--- src/rtl/cfg_port_pkg.sv ---
package cfg_port_pkg;

   localparam int unsigned NUM_COLORS    = 3;
   localparam int unsigned GAIN_BASE     = 2;
   localparam int unsigned OFFSET_BASE   = 5;

   localparam int unsigned CFG_THREE_BIT = 4;
   localparam int unsigned CFG_CDS_BIT   = 3;
   localparam int unsigned CFG_PD_BIT    = 2;
   localparam int unsigned MUX_ORDER_BIT = 7;
   localparam int unsigned MUX_RED_BIT   = 6;

   typedef enum logic [2:0] {
      REG_CONFIG = 3'd0,
      REG_MUX    = 3'd1,
      REG_GAIN_R = 3'd2,
      REG_GAIN_G = 3'd3,
      REG_GAIN_B = 3'd4,
      REG_OFS_R  = 3'd5,
      REG_OFS_G  = 3'd6,
      REG_OFS_B  = 3'd7
   } reg_sel_e;

   // Writable bits of each register; everything else stores and reads zero.
   function automatic logic [8:0] reg_mask(input int unsigned idx, input int unsigned gain_w);
      logic [8:0] m;
      m = '0;
      if (idx == 0) begin
         m[CFG_THREE_BIT] = 1'b1;
         m[CFG_CDS_BIT]   = 1'b1;
         m[CFG_PD_BIT]    = 1'b1;
      end else if (idx == 1) begin
         m[MUX_ORDER_BIT] = 1'b1;
         m[MUX_RED_BIT]   = 1'b1;
         m[MUX_RED_BIT-1] = 1'b1;
         m[MUX_RED_BIT-2] = 1'b1;
      end else if (idx < OFFSET_BASE) begin
         for (int b = 0; b < 9; b++) m[b] = (b < int'(gain_w));
      end else begin
         m = '1;
      end
      return m;
   endfunction

   function automatic logic [8:0] reg_default(input int unsigned idx);
      logic [8:0] v;
      v = '0;
      if (idx == 0) begin
         v[CFG_THREE_BIT] = 1'b1;
         v[CFG_CDS_BIT]   = 1'b1;
      end else if (idx == 1) begin
         v[MUX_ORDER_BIT] = 1'b1;
         v[MUX_RED_BIT]   = 1'b1;
      end
      return v;
   endfunction

endpackage

--- src/rtl/cfg_sync.sv ---
module cfg_sync #(
   parameter int unsigned WIDTH  = 3,
   parameter int unsigned STAGES = 2
) (
   input  logic             clk,
   input  logic             rst_n,
   input  logic [WIDTH-1:0] async_in,
   output logic [WIDTH-1:0] sync_out
);

   if (STAGES < 2) begin : g_bad_stages
      $error("cfg_sync: STAGES must be at least 2");
   end

   for (genvar b = 0; b < WIDTH; b++) begin : g_bit
      logic [STAGES-1:0] chain;
      always_ff @(posedge clk or negedge rst_n) begin
         if (!rst_n) chain <= '0;
         else        chain <= {chain[STAGES-2:0], async_in[b]};
      end
      assign sync_out[b] = chain[STAGES-1];
   end

endmodule

--- src/rtl/cfg_frame_rx.sv ---
module cfg_frame_rx #(
   parameter int unsigned ADDR_W = 3,
   parameter int unsigned PAD_W  = 3,
   parameter int unsigned DATA_W = 9
) (
   input  logic              clk,
   input  logic              rst_n,
   input  logic              sck,
   input  logic              ld,
   input  logic              din,
   output logic [ADDR_W-1:0] rd_addr,
   input  logic [DATA_W-1:0] rd_data,
   output logic              wr_en,
   output logic [ADDR_W-1:0] wr_addr,
   output logic [DATA_W-1:0] wr_data,
   output logic              dout,
   output logic              doe
);

   localparam int unsigned HDR_LEN   = 1 + ADDR_W + PAD_W;
   localparam int unsigned FRAME_LEN = HDR_LEN + DATA_W;
   localparam int unsigned CNT_W     = $clog2(FRAME_LEN + 2);
   localparam logic [CNT_W-1:0] C_HDR   = CNT_W'(HDR_LEN);
   localparam logic [CNT_W-1:0] C_FRAME = CNT_W'(FRAME_LEN);
   localparam logic [CNT_W-1:0] C_SAT   = CNT_W'(FRAME_LEN + 1);

   logic                 sck_q, ld_q;
   logic                 sck_rise, sck_fall, ld_rise, ld_fall;
   logic [FRAME_LEN-1:0] shift_q;
   logic [CNT_W-1:0]     cnt_q;
   logic [DATA_W-1:0]    rd_sh_q;

   assign sck_rise = sck & ~sck_q;
   assign sck_fall = ~sck & sck_q;
   assign ld_rise  = ld & ~ld_q;
   assign ld_fall  = ~ld & ld_q;

   assign rd_addr = shift_q[HDR_LEN-2 -: ADDR_W];
   assign wr_addr = shift_q[FRAME_LEN-2 -: ADDR_W];
   assign wr_data = shift_q[DATA_W-1:0];

   always_ff @(posedge clk or negedge rst_n) begin
      if (!rst_n) begin
         sck_q   <= 1'b0;
         ld_q    <= 1'b0;
         shift_q <= '0;
         cnt_q   <= '0;
         rd_sh_q <= '0;
         wr_en   <= 1'b0;
         dout    <= 1'b0;
         doe     <= 1'b0;
      end else begin
         sck_q <= sck;
         ld_q  <= ld;
         wr_en <= 1'b0;
         if (ld_rise) begin
            cnt_q <= '0;
            doe   <= 1'b0;
         end else if (ld) begin
            if (sck_rise) begin
               if (cnt_q < C_FRAME) shift_q <= {shift_q[FRAME_LEN-2:0], din};
               if (cnt_q != C_SAT)  cnt_q   <= cnt_q + 1'b1;
            end
            if (sck_fall) begin
               if (cnt_q == C_HDR && shift_q[HDR_LEN-1]) begin
                  doe     <= 1'b1;
                  dout    <= rd_data[DATA_W-1];
                  rd_sh_q <= {rd_data[DATA_W-2:0], 1'b0};
               end else if (doe && cnt_q < C_FRAME) begin
                  dout    <= rd_sh_q[DATA_W-1];
                  rd_sh_q <= {rd_sh_q[DATA_W-2:0], 1'b0};
               end else begin
                  doe <= 1'b0;
               end
            end
         end
         if (ld_fall) begin
            doe <= 1'b0;
            if (cnt_q == C_FRAME && !shift_q[FRAME_LEN-1]) wr_en <= 1'b1;
         end
      end
   end

endmodule

--- src/rtl/cfg_regfile.sv ---
module cfg_regfile
   import cfg_port_pkg::*;
#(
   parameter int unsigned ADDR_W = 3,
   parameter int unsigned DATA_W = 9,
   parameter int unsigned GAIN_W = 6
) (
   input  logic                           clk,
   input  logic                           rst_n,
   input  logic                           wr_en,
   input  logic [ADDR_W-1:0]              wr_addr,
   input  logic [DATA_W-1:0]              wr_data,
   input  logic [ADDR_W-1:0]              rd_addr,
   output logic [DATA_W-1:0]              rd_data,
   output logic                           three_channel,
   output logic                           cds_mode,
   output logic                           power_down,
   output logic                           order_rgb,
   output logic [2:0]                     single_sel,
   output logic [NUM_COLORS*GAIN_W-1:0]   gain,
   output logic [NUM_COLORS*DATA_W-1:0]   offset
);

   localparam int unsigned NREG = 1 << ADDR_W;

   logic [DATA_W-1:0] regs [NREG];

   for (genvar r = 0; r < NREG; r++) begin : g_reg
      localparam logic [DATA_W-1:0] MASK = DATA_W'(reg_mask(r, GAIN_W));
      localparam logic [DATA_W-1:0] INIT = DATA_W'(reg_default(r));
      always_ff @(posedge clk or negedge rst_n) begin
         if (!rst_n)
            regs[r] <= INIT;
         else if (wr_en && wr_addr == ADDR_W'(r))
            regs[r] <= wr_data & MASK;
      end
   end

   assign rd_data = regs[rd_addr];

   assign three_channel = regs[REG_CONFIG][CFG_THREE_BIT];
   assign cds_mode      = regs[REG_CONFIG][CFG_CDS_BIT];
   assign power_down    = regs[REG_CONFIG][CFG_PD_BIT];
   assign order_rgb     = regs[REG_MUX][MUX_ORDER_BIT];
   assign single_sel    = regs[REG_MUX][MUX_RED_BIT -: 3];

   for (genvar c = 0; c < NUM_COLORS; c++) begin : g_color
      assign gain[c*GAIN_W +: GAIN_W]   = regs[GAIN_BASE + c][GAIN_W-1:0];
      assign offset[c*DATA_W +: DATA_W] = regs[OFFSET_BASE + c];
   end

endmodule

--- src/rtl/cfg_serial_port.sv ---
module cfg_serial_port
   import cfg_port_pkg::*;
#(
   parameter int unsigned ADDR_W      = 3,
   parameter int unsigned PAD_W       = 3,
   parameter int unsigned DATA_W      = 9,
   parameter int unsigned GAIN_W      = 6,
   parameter int unsigned SYNC_STAGES = 2
) (
   input  logic                         clk,
   input  logic                         rst_n,
   input  logic                         ser_clk,
   input  logic                         ser_load,
   input  logic                         sdata_in,
   output logic                         sdata_out,
   output logic                         sdata_oe,
   output logic                         three_channel,
   output logic                         cds_mode,
   output logic                         power_down,
   output logic                         order_rgb,
   output logic [2:0]                   single_sel,
   output logic [NUM_COLORS*GAIN_W-1:0] gain,
   output logic [NUM_COLORS*DATA_W-1:0] offset
);

   if (DATA_W != 9) begin : g_bad_data
      $error("cfg_serial_port: field positions assume a 9-bit payload");
   end
   if (ADDR_W != 3) begin : g_bad_addr
      $error("cfg_serial_port: register map needs exactly 3 address bits");
   end
   if (GAIN_W < 1 || GAIN_W > DATA_W) begin : g_bad_gain
      $error("cfg_serial_port: GAIN_W out of range");
   end

   logic              sck_s, ld_s, din_s;
   logic              wr_en;
   logic [ADDR_W-1:0] wr_addr, rd_addr;
   logic [DATA_W-1:0] wr_data, rd_data;

   cfg_sync #(.WIDTH(3), .STAGES(SYNC_STAGES)) u_sync (
      .clk      (clk),
      .rst_n    (rst_n),
      .async_in ({sdata_in, ser_load, ser_clk}),
      .sync_out ({din_s, ld_s, sck_s})
   );

   cfg_frame_rx #(.ADDR_W(ADDR_W), .PAD_W(PAD_W), .DATA_W(DATA_W)) u_rx (
      .clk     (clk),
      .rst_n   (rst_n),
      .sck     (sck_s),
      .ld      (ld_s),
      .din     (din_s),
      .rd_addr (rd_addr),
      .rd_data (rd_data),
      .wr_en   (wr_en),
      .wr_addr (wr_addr),
      .wr_data (wr_data),
      .dout    (sdata_out),
      .doe     (sdata_oe)
   );

   cfg_regfile #(.ADDR_W(ADDR_W), .DATA_W(DATA_W), .GAIN_W(GAIN_W)) u_regs (
      .clk           (clk),
      .rst_n         (rst_n),
      .wr_en         (wr_en),
      .wr_addr       (wr_addr),
      .wr_data       (wr_data),
      .rd_addr       (rd_addr),
      .rd_data       (rd_data),
      .three_channel (three_channel),
      .cds_mode      (cds_mode),
      .power_down    (power_down),
      .order_rgb     (order_rgb),
      .single_sel    (single_sel),
      .gain          (gain),
      .offset        (offset)
   );

endmodule

--- config.mk ---
export PLATFORM = sky130hd
export DESIGN_NAME = cfg_serial_port
export DESIGN_NICKNAME = d
export VERILOG_FILES = /design/src/rtl/cfg_port_pkg.sv /design/src/rtl/cfg_sync.sv /design/src/rtl/cfg_frame_rx.sv /design/src/rtl/cfg_regfile.sv /design/src/rtl/cfg_serial_port.sv
export SDC_FILE = /design/constraint.sdc
export NUM_CORES = 1
export LEC_CHECK = 0
export ABC_AREA = 1
export BUFFER_PORTS_ARGS = -buffer_cell sky130_fd_sc_hd__buf_4
export CAP_MARGIN = 0
export CORE_AREA = 2 2 90 109
export CTS_BUF_LIST = sky130_fd_sc_hd__clkbuf_16
export CTS_CLUSTER_DIAMETER = 40
export DETAILED_ROUTE_END_ITERATION = 10
export DIE_AREA = 0 0 92 111
export GPL_ROUTABILITY_DRIVEN = 0
export GPL_TIMING_DRIVEN = 0
export HOLD_SLACK_MARGIN = 0.05
export PLACE_DENSITY_LB_ADDON = 0.15
export SKIP_LAST_GASP = 1
export SLEW_MARGIN = 5
export SYNTH_ARGS = -nofsm -noshare
export SYNTH_HDL_FRONTEND = slang
export SYNTH_HIERARCHICAL = 1
export SYNTH_SLANG_ARGS = --single-unit
--- constraint.sdc ---
create_clock -name clk -period 1.7 [get_ports clk]
set_input_delay 0.51 -clock clk [delete_from_list [all_inputs] [get_ports clk]]
set_output_delay 0.51 -clock clk [all_outputs]
set_load 0.02 [all_outputs]
==> flow_summary.json, run 1 <==
{
  "cts.reportedPaths.clkPinSlew_ns": 0.06,
  "wl_per_cell_um": 14.15,
  "yosysWarningCount": 6,
  "timing.fmax_mhz": 622.8,
  "drt-vias-per-instance": 5.016,
  "final_util_pct": 58.19,
  "path_delay_family": "simple AND/OR/NAND/NOR gates",
  "postSynthCellCount": 565,
  "yosysSeqAreaShare_pct": 51.54,
  "ant_nets": 0,
  "cts_buffer_depth": 2,
  "p_leak_nw": 2.880,
  "vias": 3837,
  "grt_pass1_wl_mm": 17.37,
  "synth_fp_nets": 577,
  "routed_wl_mm": 10.82,
  "power_frac_seq_pct": 44.0,
  "clk_latency_ns": 0.34,
  "finalClockSkew_ns": 0.007445,
  "nNetsFinal": 649,
  "drv_slew": 0,
  "period_needed_ns": 1.606,
  "cp_common_cell": "nand2_1",
  "cts_buffers": 9,
  "antenna_cells": 0,
  "hold_viol_final": 0,
  "start_util_pct": 48.29,
  "endpoint_kind": "flip-flop",
  "startpoint_type": "flip-flop",
  "fin_crit_sh_pct": 94.45,
  "row_count": 39,
  "critical_path_class": "flip-flop to flip-flop",
  "drt_iter0_drc": 247,
  "ctsHoldBuffers": 0,
  "crit_path_cell_trace": "buf_4 > buf_2 > clkinv_2 > nand3_1 > nand2_1 > nor3_1 > nand3_1 > nand2_1 > nand2_1 > nand2_1",
  "path_max_fanout": 10,
  "die-area_um2": 10210,
  "worstMarginPinSlew_ns": 1.136,
  "die_h_um": 111,
  "p_clk_share_pct": 34.1,
  "p_int_mw": 3.886,
  "drt_pass1_iterations": 5,
  "clkSinkCount": 92,
  "fin_cells": 765,
  "synthDistinctLibCells": 25,
  "grt_setup_unrepaired": "yes",
  "syn2layout_area_growth_pct": 20.51,
  "placed_area_um2": 5066,
  "die_x_um": 92,
  "core_um2": 9271,
  "swShare_pct": 30.34,
  "synth_area_um2": 4477,
  "cts_root_buffer": "clkbuf_16",
  "power_switching_mw": 1.693,
  "drc": 0,
  "final_cell_area_um2": 5395,
  "combPwrFrac_pct": 21.9,
  "dp.cells": 746,
  "slew_headroom_pct": 24.25,
  "ys_ff_latch": 92,
  "tritoncts": "yes",
  "io_pins": 59,
  "track_usage_pct": 21.72,
  "worst-path-buf-inv": 3,
  "portBuffers": 58,
  "irDropWorstVdd_mv": 0.6463,
  "grt_start_max_net_pins": 93,
  "fin_tns_setup_ns": 0,
  "required_ns": 1.98,
  "maxCapViolations": 0,
  "dp_hpwl_mm": 7.786,
  "layout-drive-gt1-share_pct": 20.09,
  "overflow": 0,
  "status": "finished, final reports clean",
  "setup_viol": 0,
  "cp.arrival_ns": 1.88,
  "syn_avg_cell_area_um2": 7.924,
  "slowest_stage": "dfrtp_1",
  "slowest_delay_ns": 0.37,
  "antenna_found_initial": 0,
  "htree_levels": 3,
  "hp-class": "input port to flip-flop",
  "grt_pass1_vias": 3521,
  "power.density_nw_per_um2": 1034
}
power by group through the flow:
stage | combinational, mW | sequential [mW] | clock [mW]
final | 1.22 | 2.45 | 1.90
after floorplan | 0.825 | 2.47 | 0
after global routing | 1.36 | 2.47 | 2.02
after detailed placement | 1.14 | 2.50 | 0
after global placement | 1.11 | 2.49 | 0
after CTS | 1.20 | 2.46 | 1.93
cell type report:
cell class / instances / area [um^2]
inverters: 59 / 225.2
repair buffers: 63 / 473.0
multi-input cells: 376 / 1688
flip-flops and latches: 92 / 2307
well taps: 123 / 153.9
plain buffers: 36 / 270.3
clock buffers: 9 / 225.2
clock inverters: 7 / 52.55
fillers: 892 / 3876
cells in the final DEF (no fill, tap or decap), types with 7 or more instances in the layout:
master / n
nand2_1: 210
dfrtp_1: 88
buf_4: 83
o21ai_0: 62
inv_1: 57
nand3_1: 33
nor2_1: 32
a21oi_1: 10
clkbuf_16: 9
buf_2: 9
ha_1: 7
registers in the layout, indices dropped and copies added, names as in the netlist:
name and cells:
u_rx/cnt_q 5, u_regs/three_channel 1, u_rx/wr_en 1, u_regs/gain 18
u_regs/single_sel 3, u_rx/sck_q 1, u_regs/order_rgb 1, u_sync/g_bit.chain 6
u_rx/shift_q 16, u_rx/ld_q 1, u_regs/power_down 1, u_rx/rd_sh_q 8
u_rx/doe 1, u_rx/dout 1, u_regs/offset 27, u_regs/cds_mode 1
path summary, 6_finish.rpt:
check,to,depth (start not counted),startpoint,slack (ns)
max in group asynchronous,u_rx/cnt_q[1],1,rst_n,0.58
max reg2reg,u_rx/rd_sh_q[8],10,u_rx/shift_q[4],0.09
min in group asynchronous,u_regs/gain[13],1,rst_n,0.39
min,u_sync/g_bit[1].chain[0],1,ser_load,0.28
max,u_rx/rd_sh_q[8],10,u_rx/shift_q[4],0.09
min reg2reg,u_sync/g_bit[0].chain[1],0,u_sync/g_bit[0].chain[0],0.35
cells in the mapped netlist:
cell	instances	area share, %
a21oi_1	10	1.1
a21oi_4	1	0.36
buf_2	15	1.7
buf_4	19	3.2
buf_6	4	1.0
clkinv_1	1	0.084
dfrtp_1	88	49
dfstp_2	4	2.3
ha_1	7	2.0
inv_1	55	4.6
inv_2	3	0.25
nand2_1	210	18
nand2_2	4	0.56
nand2_4	2	0.50
nand3_1	33	3.7
nand4_1	5	0.70
nor2_1	33	2.8
nor2_2	1	0.14
nor3_1	3	0.34
nor3_4	1	0.36
nor3b_1	1	0.17
o211ai_1	1	0.17
o21ai_0	62	6.9
o21ai_1	1	0.11
o31ai_1	1	0.17
cell families (layout without fill, tap and decap cells):
logic type               after synthesis  after routing  share of synthesized area (%)
buffers and inverters                 97            174                          10.82
AO/OA/AOI/OAI                         76             76                          8.860
AND/OR/NAND/NOR                      293            293                          26.83
adder cells (fa/ha/maj)                7              7                          1.956
flip-flops                            92             92                          51.54
repair_timing:
action,4_1_cts,5_1_grt
setup endpoints to repair,8,9
gates cloned,0,1
resized for setup,10,2
pin swaps,0,2
setup buffers,1,3
metrics by stage:
| stage | setup WS, ns | power [mW] | hold WS, ns |
|---|---|---|---|
| after global placement | -0.08373 | 3.604 | 0.3362 |
| after detailed placement | -0.1038 | 3.639 | 0.3358 |
| after global routing | -0.04578 | 5.854 | 0.2659 |
| final | 0.09443 | 5.579 | 0.2751 |
| after floorplan | 0.2428 | 3.293 | 0.2144 |
| after CTS | 0.01373 | 5.583 | 0.2649 |
per-layer routing:
metal  share of wire [%]  global-route usage [%]  wire length [um]  vias to the layer above
li1                    -                       -                 -                     1898
met1                  43                   29.17              4650                     1806
met2                  50                   35.39              5365                      122
met3                 5.7                   3.127               621                       11
met4                 1.7                   8.955               186                        0
met5                   0                       0                 0                        -
Power figures use the tool's default switching activity.
==> run 2: changes to the inputs <==
CORE_AREA = 2 2 137 72   (was 2 2 90 109)
CTS_CLUSTER_DIAMETER = 50   (was 40)
DIE_AREA = 0 0 139 74   (was 0 0 92 111)
SETUP_SLACK_MARGIN = 0.3   (was not set)
==> run 2 against run 1 <==
Utilization is 13 points higher. Die area up 0.72%. Non-clock buffer count increased by 77. Register-to-register slack improved by 0.03 ns. Combinational power up 47%. Cell area is 21% higher. Highest routed layer is now met5. Sequential cell count is the same. Critical path type unchanged. Clock-buffer cell count unchanged. Global-route usage grew 5.1 points.
==> flow_summary.json, run 2 (synthesized netlist as in run 1, its figures left out) <==
{
  "cts_buffers": 9,
  "critical_path_class": "flip-flop to flip-flop",
  "fillers": 669,
  "drc": 0,
  "die-area_um2": 10290,
  "setup_viol": 0,
  "antenna_cells": 0,
  "p_leak_nw": 3.396,
  "cts.reportedPaths.clkPinSlew_ns": 0.07,
  "grt_use_met1_pct": 38.68,
  "start_util_pct": 49.01,
  "maxCapViolations": 0,
  "timing.fmax_mhz": 635.9,
  "worstMarginPinSlew_ns": 0.8242,
  "fin_tns_setup_ns": 0,
  "track_usage_pct": 26.85,
  "hold_slack_ns": 0.2295,
  "drt_pass1_iterations": 6,
  "final_cell_area_um2": 6540,
  "io_pins": 59,
  "hold_viol_final": 0,
  "antenna_found_initial": 0,
  "routed_wl_mm": 13.59,
  "dpl_worst_slack_ns": -0.1000,
  "grt_start_max_net_pins": 93,
  "busiest_layer": "met1",
  "layout_common_cells": "nand2_1, buf_4, dfrtp_1",
  "layout_commonest_cell": "nand2_1",
  "period_needed_ns": 1.573,
  "irDropWorstVdd_mv": 0.6934,
  "fin_crit_sh_pct": 92.50,
  "row_count": 25,
  "die_x_um": 139,
  "core_um2": 9134,
  "nNetsFinal": 726,
  "required_ns": 2.00,
  "startpoint_type": "flip-flop",
  "finalClockSkew_ns": 0.006486,
  "reg2reg_from": "u_rx/shift_q[3]",
  "slew_headroom_pct": 45.05,
  "met3_usage_pct": 8.822,
  "final_util_pct": 71.60,
  "vias": 4406,
  "drt_iter0_drc": 414,
  "tritoncts": "yes",
  "cts_buffer_depth": 2,
  "ant_nets": 0,
  "status": "finished, final reports clean",
  "globalRouteMet2Util_pct": 38.59,
  "dp_hpwl_mm": 8.670,
  "grt_pass1_wl_mm": 20.84,
  "largest_register_ffs": 27,
  "path_max_fanout": 7,
  "htree_levels": 3,
  "drv_slew": 0,
  "wl_per_cell_um": 16.17,
  "die_h_um": 74,
  "placed_area_um2": 5087,
  "clk_latency_ns": 0.35,
  "power.density_nw_per_um2": 944.8,
  "drt-vias-per-instance": 5.245,
  "cp-startpoint": "u_rx/shift_q[3]",
  "endpoint_kind": "flip-flop",
  "syn2layout_area_growth_pct": 46.09,
  "cts_root_buffer": "clkbuf_16",
  "ctsHoldBuffers": 0,
  "portBuffers": 58,
  "grt_pass1_vias": 4091,
  "layout-drive-gt1-share_pct": 36.30,
  "cp.arrival_ns": 1.87,
  "worst_slack_ns": 0.1275,
  "grt_setup_unrepaired": "yes",
  "clkSinkCount": 92,
  "hp-class": "input port to async pin",
  "overflow": 0
}
-- run 2: cell types whose count changed in the layout (fill, tap and decap cells not counted), moves of 5 or more --
| cell | change |
|---|---|
| nand2_1 | -23 |
| nand3_1 | -6 |
| nor2_1 | -5 |
| buf_4 | +12 |
| buf_2 | -5 |
| buf_8 | +7 |
| inv_1 | -7 |
| nand2_2 | +19 |
| nand3_2 | +5 |
| buf_6 | +59 |
-- run 2: path summary, 6_finish.rpt --
path	end	slack (ns)	cells after the start
max	u_rx/rd_sh_q[3]	0.13	14
min	u_regs/offset[5]	0.23	1
max reg2reg	u_rx/rd_sh_q[3]	0.13	14
min reg2reg	u_sync/g_bit[0].chain[1]	0.35	0
max in group asynchronous	u_rx/cnt_q[0]	0.88	1
min in group clk	u_sync/g_bit[0].chain[0]	0.26	1
-- run 2: metrics by stage --
stage                     instances  power, mW
after CTS                       820      5.976
after global routing            840      6.436
after global placement          744      3.687
final                           840      6.179
after floorplan                 565      3.331
after detailed placement        744      3.718
-- run 2: power breakdown --
part / internal (mW) / leakage, nW / switching [mW]
registers: 2.33 / 1.22 / 0.125
logic: 0.729 / 2.05 / 1.06
clock network: 1.01 / 0.129 / 0.923
total: 4.07 / 3.40 / 2.11
-- run 2: timing repair --
item	4_1_cts	5_1_grt
pin swaps	21	25
resized for setup	102	61
setup endpoints to repair	70	114
gates cloned	3	3
setup buffers	57	17
hold endpoints to repair	0	0
-- run 2: layout make-up --
type	count	area (um^2)	share of cell area [%]
repair buffers	138	1284	19.63
clock inverters	7	57.56	0.8800
clock buffers	9	225.2	3.444
plain buffers	38	374.1	5.720
well taps	121	151.4	2.315
inverters	59	249.0	3.807
flip-flops and latches	92	2308	35.30
multi-input cells	376	1891	28.91
-- run 2: routing by layer --
layer	wire length, um	vias to the layer above
met5	5	-
met4	219	2
met3	1371	28
met2	5616	202
met1	6374	2113
li1	-	2061
-- run 2: critical path: stages (launching register included) --
cell and delay, ns:
dfrtp_1 0.40, buf_6 0.13, buf_12 0.14, clkinv_8 0.06, buf_8 0.11, nand2_1 0.05, nand2_1 0.05, nand2_1 0.06
nand2_2 0.13, nand2_2 0.07, nand2_2 0.07, nand3_2 0.06, nand2_1 0.06, nand2_1 0.05, nand2_1 0.07
==> run 3: changes to the inputs <==
CORE_AREA = 2 2 134 71   (was 2 2 137 72)
DIE_AREA = 0 0 136 73   (was 0 0 139 74)
SYNTH_HIERARCHICAL = not set   (was 1)
==> run 3 against run 2 <==
Critical path depth is 4 lower. Global-route usage is 1.1 points higher. Synthesized area is 4.8% lower. Setup slack worse by 0.0091 ns. Cell count is 3.8% lower. Die area is 3.5% lower. Clock skew is 0.0014 ns higher. Critical path type unchanged.
==> flow_summary.json, run 3 <==
{
  "worst-path-buf-inv": 3,
  "grt_pass1_wl_mm": 20.39,
  "yosysSeqAreaShare_pct": 54.16,
  "drt-vias-per-instance": 5.191,
  "status": "finished, final reports clean",
  "antenna_cells": 0,
  "placed_area_um2": 4862,
  "cts_root_buffer": "clkbuf_16",
  "wl_per_cell_um": 16.81,
  "synth_edf_count": 0,
  "endpoint_kind": "flip-flop",
  "syn2layout_area_growth_pct": 49.22,
  "p_leak_nw": 3.197,
  "path_depth": 10,
  "slowest_delay_ns": 0.44,
  "vias": 4194,
  "worst_slack_ns": 0.1184,
  "layout_common_cells": "nand2_1, dfrtp_1, buf_4",
  "crit_path_cell_trace": "ha_4 > inv_4 > nand2_4 > nor2_4 > nand2_4 > buf_6 > nand2_2 > nand3_2 > nand2_1 > inv_1",
  "ys_ff_latch": 92,
  "cp_common_cell": "nand2_4",
  "die-area_um2": 9928,
  "irDropWorstVdd_mv": 0.5867,
  "cts_buffers": 9,
  "critical_path_class": "flip-flop to flip-flop",
  "nNetsFinal": 693,
  "required_ns": 1.95,
  "synth_top_flop_cell": "dfrtp_1",
  "synth_xor_area_share_pct": 0.2056,
  "core_um2": 8946,
  "drv_slew": 0,
  "period_needed_ns": 1.582,
  "multi_input_area_um2": 1888,
  "track_usage_pct": 28.00,
  "io_pins": 59,
  "synthTopCellsByCount": "nand2_1, dfrtp_1, o21ai_0",
  "path_max_fanout": 5,
  "layout-drive-gt1-share_pct": 36.39,
  "async_reset_ff_share_pct": 100.0,
  "dp_hpwl_mm": 8.436,
  "seqCellArea_um2": 2310,
  "muxShareOfSynthArea_pct": 0,
  "slew_headroom_pct": 43.89,
  "fin_crit_sh_pct": 93.04,
  "hp-class": "input port to async pin",
  "timing.fmax_mhz": 632.3,
  "tritoncts": "yes",
  "portBuffers": 58,
  "reg2reg_depth": 10,
  "overflow": 0,
  "startpoint_type": "flip-flop",
  "layout_commonest_cell": "nand2_1",
  "synth_area_leaders": "dfrtp_1, nand2_1, o21ai_0",
  "setup_viol": 0,
  "netlist.area_leader.share_pct": 51.69,
  "dp.cells": 708,
  "syn_avg_cell_area_um2": 8.054,
  "cts.reportedPaths.clkPinSlew_ns": 0.07,
  "grt_pass1_vias": 3872,
  "clk_latency_ns": 0.35,
  "fillers": 678,
  "die_h_um": 73,
  "yosys.area.top_type": "dfrtp_1",
  "slowest_stage": "dfrtp_2",
  "synth_area_um2": 4260,
  "start_util_pct": 47.62,
  "grt_start_max_net_pins": 93,
  "synth_fp_nets": 540,
  "synth_compound_area_share_pct": 10.34,
  "drt_iter0_drc": 429,
  "routed_wl_mm": 13.58,
  "cts_buffer_depth": 2,
  "final_cell_area_um2": 6357,
  "ctsHoldBuffers": 0,
  "power.density_nw_per_um2": 886.9,
  "row_count": 25,
  "postSynthCellCount": 529,
  "maxCapViolations": 0,
  "yosysMostFrequentCell": "nand2_1",
  "largest_register_ffs": 27,
  "hold_slack_ns": 0.2255,
  "synth_top_family_by_area": "simple AND/OR/NAND/NOR gates",
  "drc": 0,
  "grt_setup_unrepaired": "yes",
  "drt_pass1_iterations": 5,
  "htree_levels": 3,
  "yosysWarningCount": 0,
  "finalClockSkew_ns": 0.007886,
  "clkSinkCount": 92,
  "die_x_um": 136,
  "synth-simple-area-share_pct": 26.05,
  "synthAdderAreaFrac_pct": 1.762,
  "antenna_found_initial": 0,
  "cp.arrival_ns": 1.83,
  "dpl_worst_slack_ns": 0.005912,
  "fin_cells": 808,
  "path_delay_family": "simple AND/OR/NAND/NOR gates",
  "synthDistinctLibCells": 30,
  "hold_viol_final": 0,
  "worstMarginPinSlew_ns": 0.8416,
  "ant_nets": 0
}
## run 3: cell families after synthesis
family                     Yosys count
DFF                                 92
buffers and inverters               79
xor gates and xnor gates             1
AOI/OAI and AO/OA                   87
and+or+nand+nor                    264
adders and majority gates            6
## run 3: timing repair
action,CTS,global route
gates resized for setup,94,85
buffers inserted,57,23
setup endpoints to repair,120,124
pin swaps,21,9
cloned,4,0
## run 3: cell type report
cell class	count	share of cell area (%)
buffer	20	2.322
clock buffer	9	3.543
clock inverter	7	1.555
inverter	59	3.562
multi-input combinational	358	29.70
sequential	92	36.33
tap	121	2.381
timing repair buffer	142	20.61
## run 3: report_power, final
| part | internal (mW) | total, mW | switching [mW] | leakage, nW |
|---|---|---|---|---|
| clock | 1.30 | 2.20 | 0.901 | 0.156 |
| sequential | 2.30 | 2.41 | 0.111 | 1.23 |
| combinational | 0.315 | 1.03 | 0.712 | 1.81 |
## run 3: path summary, 6_finish.rpt
kind	to	slack [ns]	startpoint
max	u_rx.rd_sh_q[4]	0.12	u_sync.g_bit[1].chain[1]
min	u_rx.cnt_q[2]	0.23	rst_n
max reg2reg	u_rx.rd_sh_q[4]	0.12	u_sync.g_bit[1].chain[1]
min reg2reg	u_sync.g_bit[1].chain[1]	0.35	u_sync.g_bit[1].chain[0]
max in group asynchronous	u_sync.g_bit[1].chain[1]	0.88	rst_n
min in group clk	u_sync.g_bit[0].chain[0]	0.26	ser_clk
## run 3: layer usage
layer	vias to the layer above	part of all wire (%)	track usage [%]
li1	1980	-	-
met1	2024	47	42.28
met2	177	43	40.54
met3	13	9.0	7.361
met4	0	0.81	6.250
met5	-	0	0
## run 3: stage by stage
| stage | utilization [%] | TNS (ns) | power, mW |
|---|---|---|---|
| floorplan | - | 0 | 2.953 |
| global placement | 54.35 | -0.01374 | 3.215 |
| detailed placement | 54.35 | 0 | 3.236 |
| CTS | 66.80 | 0 | 5.477 |
| global route | 71.06 | 0 | 5.858 |
| finish | 71.06 | 0 | 5.638 |
